## config.mk

```make
export PLATFORM = sky130hd
export DESIGN_NAME = gpio_altfn_port
export DESIGN_NICKNAME = d
export VERILOG_FILES = /design/src/rtl/gpio_altfn_pkg.sv /design/src/rtl/gpio_sync_chain.sv /design/src/rtl/gpio_ovr_map.sv /design/src/rtl/gpio_pin_resolve.sv /design/src/rtl/gpio_altfn_port.sv
export SDC_FILE = /design/constraint.sdc
export NUM_CORES = 1
export LEC_CHECK = 0
export ABC_CLOCK_PERIOD_IN_PS = 800
export BUFFER_PORTS_ARGS = -buffer_cell sky130_fd_sc_hd__buf_2
export CAP_MARGIN = 25
export CORE_MARGIN = 2
export CORE_UTILIZATION = 41
export CTS_CLUSTER_DIAMETER = 200
export DETAILED_ROUTE_END_ITERATION = 12
export HOLD_SLACK_MARGIN = 0.08
export PLACE_DENSITY_LB_ADDON = 0.12
export SLEW_MARGIN = 20
export SYNTH_ARGS = -nofsm -noshare
export SYNTH_HDL_FRONTEND = slang
export SYNTH_SLANG_ARGS = --single-unit
```

## constraint.sdc

```tcl
create_clock -name clk -period 0.8 [get_ports clk]
set_input_delay 0.12 -clock clk [delete_from_list [all_inputs] [get_ports clk]]
set_output_delay 0.12 -clock clk [all_outputs]
set_load 0.1 [all_outputs]
```

## src/rtl/gpio_altfn_pkg.sv

```systemverilog
package gpio_altfn_pkg;

    localparam int PORT_W = 8;

    // pin positions; the override mapping depends on them
    localparam int PIN_SCL = 0;
    localparam int PIN_SDA = 1;
    localparam int PIN_RXD = 2;
    localparam int PIN_TXD = 3;
    localparam int PIN_ICP = 4;
    localparam int PIN_XCK = 5;
    localparam int PIN_T1  = 6;
    localparam int PIN_T0  = 7;

    typedef enum logic [1:0] {
        REG_DIR  = 2'd0,
        REG_OUT  = 2'd1,
        REG_PIN  = 2'd2,
        REG_NONE = 2'd3
    } reg_sel_e;

    typedef struct packed {
        logic pu_en;
        logic pu_val;
        logic dir_en;
        logic dir_val;
        logic out_en;
        logic out_val;
    } pin_ovr_t;

    typedef struct packed {
        logic oe;
        logic dout;
        logic pu;
    } pad_ctl_t;

    function automatic pad_ctl_t resolve_pin(pin_ovr_t o, logic dir_r,
                                             logic out_r, logic pud);
        pad_ctl_t c;
        c.oe   = o.dir_en ? o.dir_val : dir_r;
        c.dout = o.out_en ? o.out_val : out_r;
        c.pu   = o.pu_en  ? o.pu_val  : (!c.oe && out_r && !pud);
        return c;
    endfunction

endpackage

```

## src/rtl/gpio_sync_chain.sv

```systemverilog
module gpio_sync_chain #(
    parameter int W      = 8,
    parameter int STAGES = 2
) (
    input  logic         clk,
    input  logic         rst,
    input  logic [W-1:0] d_in,
    output logic [W-1:0] d_out
);
    logic [W-1:0] stg [STAGES];

    always_ff @(posedge clk) begin
        if (rst) begin
            for (int i = 0; i < STAGES; i++) stg[i] <= '0;
        end else begin
            stg[0] <= d_in;
            for (int i = 1; i < STAGES; i++) stg[i] <= stg[i-1];
        end
    end

    assign d_out = stg[STAGES-1];

    // cycles since reset, saturating; gates the latency check
    logic [1:0] age_q;
    always_ff @(posedge clk) begin
        if (rst) age_q <= '0;
        else if (age_q != 2'd3) age_q <= age_q + 2'd1;
    end

    generate
        if (STAGES == 2) begin : g_lat_chk
            assert_sync_latency_R10: assert property (@(posedge clk) disable iff (rst)
                (age_q >= 2'd2) |-> (d_out == $past(d_in, 2)));
        end
    endgenerate

endmodule

```

## src/rtl/gpio_ovr_map.sv

```systemverilog
module gpio_ovr_map
    import gpio_altfn_pkg::*;
(
    input  logic twi_en,
    input  logic twi_sda_out,
    input  logic twi_scl_out,
    input  logic uart_rx_en,
    input  logic uart_tx_en,
    input  logic uart_tx_data,
    input  logic uart_xck_oe,
    input  logic uart_xck_out,
    output pin_ovr_t [PORT_W-1:0] ovr
);
    always_comb begin
        ovr = '0;
        // two-wire bus: drive low for 0, release for 1, no pull-up
        ovr[PIN_SCL] = '{pu_en: twi_en, pu_val: 1'b0,
                         dir_en: twi_en, dir_val: !twi_scl_out,
                         out_en: twi_en, out_val: 1'b0};
        ovr[PIN_SDA] = '{pu_en: twi_en, pu_val: 1'b0,
                         dir_en: twi_en, dir_val: !twi_sda_out,
                         out_en: twi_en, out_val: 1'b0};
        // receive: direction forced to input, pull-up left to software
        ovr[PIN_RXD].dir_en  = uart_rx_en;
        ovr[PIN_RXD].dir_val = 1'b0;
        // transmit: forced output carrying serial data
        ovr[PIN_TXD].dir_en  = uart_tx_en;
        ovr[PIN_TXD].dir_val = 1'b1;
        ovr[PIN_TXD].out_en  = uart_tx_en;
        ovr[PIN_TXD].out_val = uart_tx_data;
        // serial clock: output when the serial unit enables it
        ovr[PIN_XCK].dir_en  = uart_xck_oe;
        ovr[PIN_XCK].dir_val = 1'b1;
        ovr[PIN_XCK].out_en  = uart_xck_oe;
        ovr[PIN_XCK].out_val = uart_xck_out;
        // PIN_ICP, PIN_T1, PIN_T0 stay free of overrides
    end
endmodule

```

## src/rtl/gpio_pin_resolve.sv

```systemverilog
module gpio_pin_resolve
    import gpio_altfn_pkg::*;
(
    input  logic                  clk,
    input  logic                  rst,
    input  pin_ovr_t [PORT_W-1:0] ovr,
    input  logic [PORT_W-1:0]     dir_q,
    input  logic [PORT_W-1:0]     out_q,
    input  logic                  pull_dis,
    output logic [PORT_W-1:0]     pad_oe,
    output logic [PORT_W-1:0]     pad_out,
    output logic [PORT_W-1:0]     pad_pu
);
    generate
        for (genvar p = 0; p < PORT_W; p++) begin : g_pin
            pad_ctl_t ctl;
            assign ctl        = resolve_pin(ovr[p], dir_q[p], out_q[p], pull_dis);
            assign pad_oe[p]  = ctl.oe;
            assign pad_out[p] = ctl.dout;
            assign pad_pu[p]  = ctl.pu;

            assert_no_pu_on_output_R4: assert property (@(posedge clk) disable iff (rst)
                !(pad_pu[p] && pad_oe[p]));
        end
    endgenerate
endmodule

```

## src/rtl/gpio_altfn_port.sv

```systemverilog
module gpio_altfn_port
    import gpio_altfn_pkg::*;
#(
    parameter int SYNC_STAGES = 2
) (
    input  logic              clk,
    input  logic              rst,
    input  logic              wr_en,
    input  logic [1:0]        wr_addr,
    input  logic [PORT_W-1:0] wr_data,
    input  logic [1:0]        rd_addr,
    output logic [PORT_W-1:0] rd_data,
    input  logic              pull_dis,
    input  logic              twi_en,
    input  logic              twi_sda_out,
    input  logic              twi_scl_out,
    input  logic              uart_rx_en,
    input  logic              uart_tx_en,
    input  logic              uart_tx_data,
    input  logic              uart_xck_oe,
    input  logic              uart_xck_out,
    input  logic [PORT_W-1:0] pad_in,
    output logic [PORT_W-1:0] pad_oe,
    output logic [PORT_W-1:0] pad_out,
    output logic [PORT_W-1:0] pad_pu,
    output logic [PORT_W-1:0] pin_sync
);
    logic [PORT_W-1:0]     dir_q, out_q;
    pin_ovr_t [PORT_W-1:0] ovr;
    reg_sel_e              wsel, rsel;

    assign wsel = reg_sel_e'(wr_addr);
    assign rsel = reg_sel_e'(rd_addr);

    always_ff @(posedge clk) begin
        if (rst) begin
            dir_q <= '0;
            out_q <= '0;
        end else if (wr_en) begin
            if (wsel == REG_DIR) dir_q <= wr_data;
            if (wsel == REG_OUT) out_q <= wr_data;
        end
    end

    always_comb begin
        case (rsel)
            REG_DIR: rd_data = dir_q;
            REG_OUT: rd_data = out_q;
            REG_PIN: rd_data = pin_sync;
            default: rd_data = '0;
        endcase
    end

    gpio_sync_chain #(.W(PORT_W), .STAGES(SYNC_STAGES)) u_sync (
        .clk(clk), .rst(rst), .d_in(pad_in), .d_out(pin_sync)
    );

    gpio_ovr_map u_map (
        .twi_en(twi_en), .twi_sda_out(twi_sda_out), .twi_scl_out(twi_scl_out),
        .uart_rx_en(uart_rx_en), .uart_tx_en(uart_tx_en),
        .uart_tx_data(uart_tx_data), .uart_xck_oe(uart_xck_oe),
        .uart_xck_out(uart_xck_out), .ovr(ovr)
    );

    gpio_pin_resolve u_res (
        .clk(clk), .rst(rst), .ovr(ovr), .dir_q(dir_q), .out_q(out_q),
        .pull_dis(pull_dis), .pad_oe(pad_oe), .pad_out(pad_out), .pad_pu(pad_pu)
    );

    assert_dir_write_R2: assert property (@(posedge clk) disable iff (rst)
        (wr_en && wr_addr == 2'd0) |=> (dir_q == $past(wr_data)));

    assert_tx_forced_R5: assert property (@(posedge clk) disable iff (rst)
        uart_tx_en |-> (pad_oe[PIN_TXD] && pad_out[PIN_TXD] == uart_tx_data));

    assert_rx_forced_R6: assert property (@(posedge clk) disable iff (rst)
        uart_rx_en |-> (!pad_oe[PIN_RXD] &&
                        pad_pu[PIN_RXD] == (out_q[PIN_RXD] && !pull_dis)));

    assert_twi_open_drain_R7: assert property (@(posedge clk) disable iff (rst)
        twi_en |-> (!pad_out[PIN_SCL] && !pad_out[PIN_SDA] &&
                    pad_oe[PIN_SCL] == !twi_scl_out &&
                    pad_oe[PIN_SDA] == !twi_sda_out));

    assert_upper_free_R9: assert property (@(posedge clk) disable iff (rst)
        (pad_oe[PIN_ICP] == dir_q[PIN_ICP]) && (pad_oe[PIN_T1] == dir_q[PIN_T1]) &&
        (pad_oe[PIN_T0] == dir_q[PIN_T0]));

endmodule

```

==> results of run 1 <==
-- per-stage QoR --
step	hold WS, ns	TNS [ns]	instance area, um^2
floorplan	0.248	-9.53	1970
global placement	0.329	-5.61	3040
detailed placement	0.334	-7.47	3040
CTS	0.0901	-15.88	3450
-- synth_stat cells --
library cell,n
nor2_1,2
a21oi_1,2
buf_6,3
mux2_2,2
buf_2,2
nor3b_1,8
clkbuf_1,3
buf_4,17
nand2b_1,24
dfxtp_1,32
nor2b_4,1
mux2i_1,24
nor3b_2,1
or2_1,2
nand3b_1,1
nor2b_1,19
o2bb2ai_1,8
-- kinds of logic after synthesis --
logic type             count (synthesis)
buffers and inverters                 25
and+or+nand+nor                       58
DFF                                   32
AOI/OAI and AO/OA                     10
muxes                                 26
-- timing repair --
item | in CTS
setup endpoints to repair | 40
pin swaps | 3
endpoints found under the hold margin | 7
buffers inserted | 7
hold buffers | 7
resized for setup | 52
==> flow_summary.json, run 1 <==
{
  "synth_top_area_frac": 0.414,
  "postSynthAreaPerCell_um2": 10.3,
  "fp-row-count": 22,
  "outcome.stop_stage": "global routing",
  "gp_congestion": 0.718,
  "synth-compound-area-share": 0.0517,
  "portBuffers": 71,
  "status": "aborted with a tool error",
  "synthDistinctLibCells": 17,
  "error": "[ERROR DPL-0033] detailed placement checks failed during check placement.",
  "ys_seq_elements": 32,
  "worst-ep-kind": "primary output",
  "synthAdderAreaFrac": 0,
  "cts_max_level": 2,
  "synthXorXnorAreaFrac": 0,
  "die_x_um": 65.5,
  "die_h_um": 65.5,
  "pre_cts_ws_ns": -0.336,
  "netlist_instances": 151,
  "io-pin-count": 72,
  "yosys-mux-area-fraction": 0.170,
  "synth_area_leaders": "dfxtp_1 (41%), mux2i_1 (16%), nand2b_1 (9.7%)",
  "yosysSeqAreaShare": 0.414,
  "dp.cells": 278,
  "clock-root-buffer": "clkbuf_8",
  "yosys.area_share.simple": 0.247,
  "yosys.area.top_type": "dfxtp_1",
  "dp_hpwl_um": 3810,
  "antenna_found_initial": 0,
  "synth_top_family_by_area": "simple AND/OR/NAND/NOR gates",
  "grt_max_degree": 30,
  "yosysWarnings": 0,
  "start_util": 0.426,
  "cts_sinks": 32,
  "synth_area_um2": 1550,
  "synth_nets": 183,
  "cts_buffers": 5,
  "grt_repair_worst_endpoint": "pad_pu[3]",
  "cts_buffer_depth": 2
}
==> run 2: changes to the inputs <==
ABC_CLOCK_PERIOD_IN_PS = 1000   (was 800)
CORE_UTILIZATION = 30   (was 41)
CTS_CLUSTER_DIAMETER = default   (was 200)
HOLD_SLACK_MARGIN = default   (was 0.08)
PLACE_DENSITY_LB_ADDON = 0.15   (was 0.12)
clock period = 1 ns   (was 0.8 ns; I/O delays follow)
==> run 2 against run 1 <==
The flow now finishes, with violations (negative setup slack); synthesized cell count unchanged; area after synthesis stayed put.
==> flow_summary.json, run 2 <==
{
  "grt_pass1_wl_um": 6710,
  "cts_buffer_depth": 2,
  "synthDistinctLibCells": 17,
  "yosysWarnings": 0,
  "setup_viol": 40,
  "drc": 0,
  "dr.first_iter.drc_count": 33,
  "synth_edf_count": 0,
  "die_area_um2": 5750,
  "finalHoldViolCount": 0,
  "holdWs_ns": 0.0749,
  "netlist_instances": 151,
  "die_h_um": 75.9,
  "rrSetupSlack_ns": 0.21,
  "design_power_total_mw": 3.77,
  "yosysMostFrequentCell": "dfxtp_1",
  "ys_seq_elements": 32,
  "crit_path_start_kind": "register",
  "drv_slew": 0,
  "power.leakage_nw": 1.34,
  "portBuffers": 71,
  "layout_common_cells": "buf_12 (40), buf_2 (30), nand2b_1 (24), buf_6 (24), dfxtp_4 (17)",
  "async_flop_share": 0,
  "synth_common_cells": "dfxtp_1 (32), mux2i_1 (24), nand2b_1 (24)",
  "clk_pin_slew_ns": 0.07,
  "multiInputGateArea_um2": 1140,
  "synth_area_um2": 1550,
  "top_register": "u_sync.stg",
  "pre_cts_ws_ns": -0.220,
  "dp_hpwl_um": 3170,
  "end_kind": "primary output",
  "clock-root-buffer": "clkbuf_8",
  "critPathRequiredTime_ns": 0.85,
  "largest_reg_flops": 16,
  "reg.largest.list": "u_sync.stg: 16 flops, dir_q: 8 flops, out_q: 8 flops",
  "io-pin-count": 72,
  "synth_nets": 183,
  "rsz0062_at_grt": "yes",
  "antenna_found_initial": 0,
  "yosysSeqAreaShare": 0.414,
  "ant_nets": 0,
  "start_util": 0.307,
  "clock.fmax_ghz": 0.704,
  "vias_per_cell": 4.35,
  "ir_drop_mv": 0.843,
  "synth_top_area_frac": 0.414,
  "finalCriticalPeriod_ns": 1.42,
  "nFillCells": 366,
  "n_antenna_cell": 0,
  "postSynthAreaPerCell_um2": 10.3,
  "cp-startpoint": "dir_q[5]",
  "powerDensity_nw_per_um2": 1120,
  "hp-start": "pad_in[4]",
  "nets": 272,
  "syn_to_final_growth_pct": 117,
  "mostFrequentLayoutCell": "buf_12",
  "max_slew_margin": 0.712,
  "firstDrtPassIters": 4,
  "fp-row-count": 26,
  "critPathMaxFanout": 2,
  "tightest_slew_ns": 0.432,
  "synth_area_leaders": "dfxtp_1 (41%), mux2i_1 (16%), nand2b_1 (9.7%)",
  "vias": 1352,
  "yosys.area.top_type": "dfxtp_1",
  "cts_sinks": 32,
  "violations": "negative setup slack",
  "routed_wl_um": 4200,
  "clkLatencyLatePin_ns": 0.28,
  "fin_crit_sh": 1.42,
  "coreArea_um2": 5040,
  "layout-drive-gt1-share": 0.726,
  "wl_per_cell_um": 13.5,
  "status": "finished, violations left",
  "setup_slack_ns": -0.419,
  "skew_ns": 0.000330,
  "cts_tree": "yes",
  "grt_pass1_vias": 1415,
  "r2r-start": "dir_q[5]",
  "grtUsageTotal": 0.157,
  "seq_area_um2": 713,
  "cts_buffers": 5,
  "gr-total-overflow": 0,
  "cts_max_level": 2,
  "min_path_type": "primary input to register",
  "maxCapViolCount": 0,
  "synth_flop_cell": "dfxtp_1",
  "die_x_um": 75.9,
  "grt_max_degree": 29,
  "critPathKind": "register to primary output",
  "gp_congestion": 0.716,
  "cp.arrival_ns": 1.27
}
## run 2: what timing repair did
| item | 4_1_cts | 5_1_grt |
|---|---|---|
| setup buffers | 7 | 8 |
| pin swaps | 3 | 4 |
| cloned | 0 | 0 |
| hold buffers | 0 | 0 |
| gates resized for setup | 55 | 15 |
| endpoints found under the setup margin | 40 | 40 |
## run 2: metal layers
metal	global-route usage	vias up	part of all wire
li1	-	672	-
met1	0.184	635	0.40
met2	0.276	39	0.54
met3	0.0476	6	0.050
met4	0.0409	0	0.012
met5	0	-	0
## run 2: power by group
group | internal, mW | leakage (nW) | switching [mW] | total, mW
combinational | 0.513 | 1.01 | 0.693 | 1.21
sequential | 1.30 | 0.278 | 0.0573 | 1.36
clock | 0.739 | 0.0552 | 0.470 | 1.21
## run 2: critical path: stages (launching register included)
cell and delay (ns):
dfxtp_2 0.33, or2_4 0.24, nor3b_4 0.22, buf_12 0.20
## run 2: final cells by class
type	instances	share of cell area
Clock buffer	6	0.0216
Clock inverter	2	0.0104
Multi-Input combinational cell	94	0.338
Sequential cell	32	0.212
Tap cell	70	0.0260
Timing Repair Buffer	107	0.392
## run 2: final timing paths
| check | endpoint | cells past startpoint |
|---|---|---|
| max | pad_pu[5] | 3 |
| min | u_sync.stg[0][4] | 2 |
| max reg2reg | dir_q[5] | 4 |
| min reg2reg | u_sync.stg[0][13] | 1 |
## run 2: kinds of logic after synthesis
| family | count (synthesis) | share of synthesized area |
|---|---|---|
| buffers and inverters | 25 | 0.118 |
| and+or+nand+nor | 58 | 0.247 |
| DFF | 32 | 0.414 |
| AOI/OAI and AO/OA | 10 | 0.0517 |
| muxes | 26 | 0.170 |
## run 2: per-stage QoR
| stage | instances | util | instance area, um^2 | setup TNS (ns) |
|---|---|---|---|---|
| 3_5_place_dp | 298 | 0.593 | 2990 | -2.12 |
| 3_3_place_gp | 298 | 0.593 | 2990 | -1.91 |
| 6_report | 311 | 0.667 | 3370 | -8.03 |
| 5_1_grt | 311 | 0.667 | 3370 | -9.50 |
| 4_1_cts | 311 | 0.664 | 3350 | -8.34 |
| 2_1_floorplan | 151 | - | 1940 | -5.97 |
Note: power is estimated with default switching activity, not from simulation.
